[config.mk]
export PLATFORM = sky130hd
export DESIGN_NAME = acc_alu
export DESIGN_NICKNAME = d
export VERILOG_FILES = /design/src/rtl/acc_alu_pkg.sv /design/src/rtl/acc_alu_addsub.sv /design/src/rtl/acc_alu_logic.sv /design/src/rtl/acc_alu_rotate.sv /design/src/rtl/acc_alu.sv
export SDC_FILE = /design/constraint.sdc
export NUM_CORES = 1
export LEC_CHECK = 0
export BUFFER_PORTS_ARGS = -buffer_cell sky130_fd_sc_hd__buf_2
export CAP_MARGIN = 20
export CORE_ASPECT_RATIO = 2
export CORE_MARGIN = 2
export CORE_UTILIZATION = 50
export DETAILED_ROUTE_END_ITERATION = 8
export PLACE_DENSITY = 0.79
export SKIP_LAST_GASP = 1
export SLEW_MARGIN = 5
export SYNTH_ARGS = -nofsm -noshare
export SYNTH_HDL_FRONTEND = slang
export SYNTH_SLANG_ARGS = --single-unit
[constraint.sdc]
create_clock -name vclk -period 3.2
set_input_delay 0 -clock vclk [all_inputs]
set_output_delay 0 -clock vclk [all_outputs]
set_load 0.1 [all_outputs]
[src/rtl/acc_alu_pkg.sv]
package acc_alu_pkg;

  localparam int OP_W = 4;

  typedef enum logic [OP_W-1:0] {
    OP_ADD  = 4'b0000,
    OP_ADC  = 4'b0001,
    OP_SUB  = 4'b0010,
    OP_SBC  = 4'b0011,
    OP_AND  = 4'b0100,
    OP_XOR  = 4'b0101,
    OP_OR   = 4'b0110,
    OP_CMP  = 4'b0111,
    OP_RLC  = 4'b1000,
    OP_RRC  = 4'b1001,
    OP_RL   = 4'b1010,
    OP_RR   = 4'b1011,
    OP_CPL  = 4'b1100,
    OP_SCF  = 4'b1101,
    OP_CCF  = 4'b1110,
    OP_RSVD = 4'b1111
  } alu_op_e;

  typedef enum logic [1:0] {
    LU_AND = 2'd0,
    LU_XOR = 2'd1,
    LU_OR  = 2'd2,
    LU_INV = 2'd3
  } lu_fn_e;

endpackage

[src/rtl/acc_alu_addsub.sv]
module acc_alu_addsub #(
  parameter int WIDTH = 8
) (
  input  logic [WIDTH-1:0] a_i,
  input  logic [WIDTH-1:0] b_i,
  input  logic             cin_i,
  input  logic             use_cin_i,
  input  logic             sub_i,
  output logic [WIDTH-1:0] sum_o,
  output logic             cout_o
);
  localparam int EXT_W = WIDTH + 1;

  logic             cin_eff;
  logic [WIDTH-1:0] b_eff;
  logic             lsb_in;
  logic [EXT_W-1:0] total;

  always_comb begin
    cin_eff = use_cin_i & cin_i;
    b_eff   = sub_i ? ~b_i : b_i;
    // In two's-complement subtraction the incoming borrow lowers the +1.
    lsb_in  = sub_i ? ~cin_eff : cin_eff;
    total   = {1'b0, a_i} + {1'b0, b_eff} + {{WIDTH{1'b0}}, lsb_in};
    sum_o   = total[WIDTH-1:0];
    cout_o  = sub_i ? ~total[WIDTH] : total[WIDTH];
  end

endmodule

[src/rtl/acc_alu_logic.sv]
module acc_alu_logic
  import acc_alu_pkg::*;
#(
  parameter int WIDTH = 8
) (
  input  logic [WIDTH-1:0] a_i,
  input  logic [WIDTH-1:0] b_i,
  input  lu_fn_e           fn_i,
  output logic [WIDTH-1:0] y_o
);

  for (genvar i = 0; i < WIDTH; i++) begin : g_bit
    always_comb begin
      unique case (fn_i)
        LU_AND:  y_o[i] = a_i[i] & b_i[i];
        LU_XOR:  y_o[i] = a_i[i] ^ b_i[i];
        LU_OR:   y_o[i] = a_i[i] | b_i[i];
        default: y_o[i] = ~a_i[i];
      endcase
    end
  end

endmodule

[src/rtl/acc_alu_rotate.sv]
module acc_alu_rotate #(
  parameter int WIDTH = 8
) (
  input  logic [WIDTH-1:0] a_i,
  input  logic             cin_i,
  input  logic             right_i,
  input  logic             thru_i,
  output logic [WIDTH-1:0] y_o,
  output logic             cout_o
);
  localparam int MSB = WIDTH - 1;

  logic fill_left;
  logic fill_right;

  always_comb begin
    // Bit entering the vacated end: the carry when rotating through it,
    // otherwise the bit leaving at the opposite end.
    fill_left  = thru_i ? cin_i : a_i[MSB];
    fill_right = thru_i ? cin_i : a_i[0];
    if (right_i) begin
      y_o    = {fill_right, a_i[MSB:1]};
      cout_o = a_i[0];
    end else begin
      y_o    = {a_i[MSB-1:0], fill_left};
      cout_o = a_i[MSB];
    end
  end

endmodule

[src/rtl/acc_alu.sv]
module acc_alu
  import acc_alu_pkg::*;
#(
  parameter int WIDTH = 8
) (
  input  logic [WIDTH-1:0] acc_i,
  input  logic [WIDTH-1:0] opnd_i,
  input  logic             carry_i,
  input  logic [OP_W-1:0]  op_i,
  output logic [WIDTH-1:0] result_o,
  output logic             acc_we_o,
  output logic             carry_o
);

  alu_op_e          op;
  logic             grp_arith;
  logic [2:0]       grp_fn;

  logic             as_sub;
  logic             as_use_cin;
  logic [WIDTH-1:0] as_sum;
  logic             as_cout;

  lu_fn_e           lu_fn;
  logic [WIDTH-1:0] lu_y;

  logic [WIDTH-1:0] rot_y;
  logic             rot_cout;

  assign op        = alu_op_e'(op_i);
  assign grp_arith = ~op_i[3];
  assign grp_fn    = op_i[2:0];

  // Adder/subtractor control: fn bit 1 selects subtract (also compare),
  // fn bit 0 selects carry chaining except for compare.
  assign as_sub     = grp_fn[1] | (grp_fn == 3'b111);
  assign as_use_cin = grp_fn[0] & ~grp_fn[2];

  acc_alu_addsub #(.WIDTH(WIDTH)) u_addsub (
    .a_i       (acc_i),
    .b_i       (opnd_i),
    .cin_i     (carry_i),
    .use_cin_i (as_use_cin),
    .sub_i     (as_sub),
    .sum_o     (as_sum),
    .cout_o    (as_cout)
  );

  always_comb begin
    unique case (grp_fn[1:0])
      2'b00:   lu_fn = LU_AND;
      2'b01:   lu_fn = LU_XOR;
      2'b10:   lu_fn = LU_OR;
      default: lu_fn = LU_INV;
    endcase
    if (!grp_arith) lu_fn = LU_INV;
  end

  acc_alu_logic #(.WIDTH(WIDTH)) u_logic (
    .a_i  (acc_i),
    .b_i  (opnd_i),
    .fn_i (lu_fn),
    .y_o  (lu_y)
  );

  acc_alu_rotate #(.WIDTH(WIDTH)) u_rotate (
    .a_i     (acc_i),
    .cin_i   (carry_i),
    .right_i (op_i[0]),
    .thru_i  (op_i[1]),
    .y_o     (rot_y),
    .cout_o  (rot_cout)
  );

  always_comb begin
    result_o = acc_i;
    acc_we_o = 1'b0;
    carry_o  = carry_i;
    unique case (op)
      OP_ADD, OP_ADC, OP_SUB, OP_SBC: begin
        result_o = as_sum;
        acc_we_o = 1'b1;
        carry_o  = as_cout;
      end
      OP_AND, OP_XOR, OP_OR: begin
        result_o = lu_y;
        acc_we_o = 1'b1;
        carry_o  = 1'b0;
      end
      OP_CMP: begin
        carry_o  = as_cout;
      end
      OP_RLC, OP_RRC, OP_RL, OP_RR: begin
        result_o = rot_y;
        acc_we_o = 1'b1;
        carry_o  = rot_cout;
      end
      OP_CPL: begin
        result_o = lu_y;
        acc_we_o = 1'b1;
      end
      OP_SCF: carry_o = 1'b1;
      OP_CCF: carry_o = ~carry_i;
      default: ;
    endcase
  end

endmodule

### Word-level counts from Yosys, hierarchy flattened

Cells that the tools add are included.

* bits in registers: 0
* bits of input ports: 21
* output and inout bits: 10
* word-level logic and storage cells: 90

* add/sub/neg operators: 2
* eq/ne operators: 19
* muxes and demuxes: 20
* bitwise logic cells: 40
* reductions and logical operators: 9

Operators with widths (number)
* 4-bit equality test (second input constant): 7
* 1-bit case mux with 3 select lines: 8
* 8-bit case mux with 3 select lines: 1
* 4-bit by 3-bit equality test with 1-bit output (second input constant): 4
* 8-bit two-way mux: 2
* 1-bit inverter: 12
* 12-bit OR reduction: 1
* 4-bit OR reduction: 3
* 1-bit bitwise AND: 10
* 8-bit by 8-bit adder with 9-bit output: 1
* 9-bit by 1-bit adder with 9-bit output: 1
* 1-bit OR: 9
* 4-bit by 2-bit equality test with 1-bit output (second input constant): 2
* 8-bit inverter: 1
* 1-bit bitwise XOR: 8
* 1-bit two-way mux: 6
* 2-bit case mux with 3 select lines: 1
* 1-bit case mux with 5 select lines: 1
* 5-bit OR reduction: 1
* 2-bit by 1-bit equality test with 1-bit output (second input constant): 2
* 2-bit equality test (second input constant): 2
* 4-bit by 1-bit equality test with 1-bit output (second input constant): 1
* 2-bit logical NOT: 2
* 4-bit logical NOT: 1
* other kinds (3): 3

### Logic depth before layout (Yosys ltp)

* word-level depth: 9
* mapped depth: 12
* mapped depth without buffers: 10

### Modules after synthesis

Synthesis repeated with hierarchy kept, for this count alone.

* cell total of the unflattened synthesis: 164
* area total of the unflattened synthesis: 1452.6 sq um

By module, submodules not included
* acc_alu_logic: instances 1, cells each 50, area an instance 493.0 sq um, seq. area each 0.0 sq um
* acc_alu_addsub: instances 1, cells each 57, area an instance 462.9 sq um, seq. area each 0.0 sq um
* acc_alu: instances 1, cells each 43, area an instance 346.6 sq um, seq. area each 0.0 sq um
* acc_alu_rotate: instances 1, cells each 14, area an instance 150.1 sq um, seq. area each 0.0 sq um

### Least setup slack after synthesis

Ideal clock, no wire load.

* path type: input to output
* start: in op_i[1]
* end: out result_o[6]
* arrival: 3.489 ns
* data required time: 3.200 ns
* slack: -0.289 ns
* stages on the path: 12
* path buffers: 3
* cell sequence: buf_6 buf_2 buf_2 xor2_1 fa_1 inv_1 fa_1 nand2b_1 a21oi_1 a31oi_1 xor2_1 o22ai_1

* cells in the longest elaborated chain, start to end: 6
* elaborated cells between the ends (all ways): 31
* classes of those cells: 2 x add/sub; 16 x eq/ne; 6 x mux; 1 x bitwise; 6 x reduce/logical

RTL lines
* start: declaration: RTL line acc_alu.sv:9 `input logic [OP_W-1:0] op_i,`
* 3-bit equality test, or another cell as far along: RTL line acc_alu.sv:36 `assign as_sub = grp_fn[1] | (grp_fn == 3'b111);`
* 1-bit OR / 2-bit case mux with 3 select lines (equally long branches): RTL line acc_alu.sv:36, acc_alu.sv:50
* 8-bit two-way mux / 2-bit two-way mux (equally long branches): RTL line acc_alu_addsub.sv:21, acc_alu.sv:56
* 8-bit by 8-bit adder with 9-bit output, or another cell as far along: RTL line acc_alu_addsub.sv:24 `total = {1'b0, a_i} + {1'b0, b_eff} + {{WIDTH{1'b0}}, lsb_in};`
* 9-bit by 1-bit adder with 9-bit output / 1-bit case mux with 3 select lines (equally long branches): RTL line acc_alu_addsub.sv:24, acc_alu_logic.sv:14
* 8-bit case mux with 3 select lines (*): RTL line acc_alu.sv:79 `unique case (op)`
* end: declaration: RTL line acc_alu.sv:10 `output logic [WIDTH-1:0] result_o,`

Every way passes the cells marked *; elsewhere a longest branch is shown, timed or not.

### Worst setup path in the final report

* start: in op_i[2]
* end: out result_o[6]

* cells in the longest elaborated chain, start to end: 7
* elaborated cells between the ends (all ways): 26
* classes of those cells: 2 x add/sub; 12 x eq/ne; 3 x mux; 5 x bitwise; 4 x reduce/logical

RTL lines (RTL line)
* parallel branches: the longest is 6 deep, another holds 8-bit by 8-bit adder with 9-bit output
* 8-bit case mux with 3 select lines (*): acc_alu.sv:79

Mark *: on every way between the ends.

==> flow_summary_export.csv <==
group,metric,value,unit
run_status,run_status,"completed",
worst_setup_path,worstSetupStartpointType,"input port",
grt,grt_max_degree,34,
synth,synth_seq_area_share,0,%
route,finalWirelength,3.75,mm
route,dr_wl_met2,2.08,mm
synth,synth_nets,238,
route,postRouteAntennaNets,0,
min_path,hp-start,"acc_i[2]",
power_and_ir_drop,max-vdd-ir-drop,0.000195,V
timing,clock.fmax,367,MHz
route,drt_pre_antenna_iters,4,
die,rows,27,
finish,register_area,0,um2
synth,syn_inst,192,
route,routed.top_layer,"met4",
route,wl_met3,149,um
worst_setup_path,arrival,2720,ps
timing,finalHoldViolCount,0,
grt,grt_pass1_vias,1427,
die,ios,31,
grt,grt-ovfl-total,0,
worst_setup_path,path_max_fanout,19,
run,maxCapViolCount,0,
finish,area_growth,10.7,%
placed_design,port_buffers,31,
finish,fill_cells,280,
min_path,min_to,"result_o[2]",
worst_setup_path,cpPeakStageDelay,440,ps
placed_design,dp_hpwl,2.92,mm
die,die_w,41.4,um
route,initialDrtViolationCount,54,
grt,antenna_found_initial,0,
timing,worst_pin_slew,491,ps
finish,clock_buffers,0,
clock_tree,ctsResizeCount,0,
worst_setup_path,slowest_stage,"buf_2",
clock_tree,cts_hold_buffers,0,
timing,drv_slew,0,
finish,seq_cell_count,0,
finish,finalNetCount,261,
route,wl_met1,1.36,mm
clock_tree,cts_setup_buffers,0,
route,viasPerCell,6.31,
synth,synth_cell_types,47,
worst_setup_path,required,3200,ps
grt,grt_pass1_wl,6.15,mm
timing,timing.final.crit_share,85.1,%
timing,relSlewSlack,67.5,%
die,start_util,51.7,%
route,route.vias.total,1527,
worst_setup_path,crit_chain,"buf_2 -> nand3b_1 -> xnor2_1 -> fa_1 -> inv_1 -> fa_1 -> nand2b_1 -> a21oi_1 -> a31oi_1 -> xor2_1 -> o22ai_2 -> buf_2",
worst_setup_path,criticalPathCategory,"input port to output port",
timing,finalSetupTns,0,ps
placed_design,gp_congestion,0.924,
timing,rsz0062_at_grt,"false",
worst_setup_path,cp-end-kind,"output port",
synth,postSynthAreaPerCell,7.27,um2
route,drc,0,
timing,finalSetupViolations,0,
power_and_ir_drop,p_leak,0.762,nW
finish,drive_above_1_share,22.1,%
timing,fin_hold_ws,580,ps
power_and_ir_drop,cellPowerDensity,273,nW/um2
synth,synth_area,1400,um2
die,fp.dieArea,3260,um2
die,coreArea,2700,um2
die,die_y,78.7,um
synth,synth_warnings,0,
grt,grt_util_all_layers,25.3,%
min_path,min_path_cells,4,
timing,period_minus_slack,2720,ps
route,post_drt_wl_per_cell,15.5,um
min_path,hp-class,"input port to output port",
finish,antenna_cells,0,
[kinds of logic (layout without fill, tap and decap cells)]
family                     count (synthesis)  count (layout)  synth area share (%)
and+or+nand+nor                           40              40                  15.0
AOI/OAI and AO/OA                         72              72                  34.6
xor gates and xnor gates                  14              14                  8.78
muxes                                      9               9                  6.45
buffers and inverters                     31              52                  10.9
adders and majority gates                 26              26                  24.3
[stage by stage]
step / instance area [um2] / util [%] / total power, mW / instances / setup WS [ps]
2_1_floorplan: 1420 / - / 0.339 / 192 / 145
3_3_place_gp: 1550 / 57.2 / 0.411 / 242 / 591
3_5_place_dp: 1550 / 57.2 / 0.418 / 242 / 490
4_1_cts: 1550 / 57.2 / 0.420 / 242 / 485
5_1_grt: 1550 / 57.2 / 0.454 / 242 / 291
6_report: 1550 / 57.2 / 0.421 / 242 / 477
[critical path: cells and delay by family]
kind / cells / cell delay, ps
adder cells (fa/ha/maj): 2 / 640
XOR/XNOR: 2 / 320
AND/OR/NAND/NOR: 2 / 370
buffers and inverters: 3 / 820
AO/OA/AOI/OAI: 3 / 570
[cells in the mapped netlist, types with 2 or more instances]
cell type,number,area [um2]
ha_1,23,288
inv_1,19,71.3
o21ai_0,15,75.1
a21oi_1,14,70.1
xor2_1,12,105
nor2_1,11,41.3
mux2i_1,9,90.1
nand2_1,8,30.0
a22oi_1,5,37.5
buf_2,5,25.0
o22ai_1,5,31.3
a211oi_1,4,30.0
o21ai_1,4,20.0
o221ai_1,4,35.0
a21o_1,3,22.5
a31oi_1,3,18.8
buf_6,3,33.8
nand2b_1,3,18.8
nor2b_1,3,18.8
nor3_1,3,15.0
o22a_1,3,26.3
and2_1,2,12.5
buf_4,2,15.0
clkbuf_1,2,7.51
fa_1,2,40.0
nor3b_1,2,15.0
o21ai_2,2,17.5
xnor2_1,2,17.5
[layout make-up]
| class | instances | area (um2) | area share, % |
|---|---|---|---|
| Multi-Input combinational cell | 161 | 1270 | 82.0 |
| Timing Repair Buffer | 33 | 170 | 11.0 |
| Inverter | 19 | 71.3 | 4.62 |
| Tap cell | 29 | 36.3 | 2.35 |
[how the worst max path moves through the flow]
| stage | startpoint | to | slack, ps | depth (start not counted) |
|---|---|---|---|---|
| 4_1_cts | op_i[2] | result_o[6] | 490 | 12 |
| 3_3_place_gp | op_i[2] | result_o[4] | 590 | 12 |
| 6_report | op_i[2] | result_o[6] | 480 | 12 |
| 3_5_place_dp | op_i[2] | result_o[6] | 490 | 12 |
| 2_1_floorplan | op_i[1] | result_o[5] | 150 | 10 |
| 5_1_grt | op_i[2] | result_o[6] | 290 | 12 |
[routing by layer]
metal / up-vias / global-route usage (%)
met1: 726 / 28.5
met3: 12 / 0.559
met5: - / 0
li1: 743 / -
met4: 0 / 8.06
met2: 46 / 46.4
[layout by cell type (no fill, tap or decap), types with 4 or more instances in the layout]
| cell | instances |
|---|---|
| ha_1 | 23 |
| nor2_1 | 11 |
| a211oi_1 | 4 |
| buf_2 | 31 |
| o21ai_0 | 15 |
| inv_1 | 19 |
| a22oi_1 | 4 |
| o22ai_1 | 4 |
| o21ai_1 | 4 |
| nand2_1 | 8 |
| a21oi_1 | 14 |
| mux2i_1 | 9 |
| xor2_1 | 12 |
[power breakdown]
group | internal, mW | total, mW | switching, mW
sequential | 0 | 0 | 0
combinational | 0.123 | 0.421 | 0.298
clock | 0 | 0 | 0
Note: power is estimated with default switching activity, not from simulation.
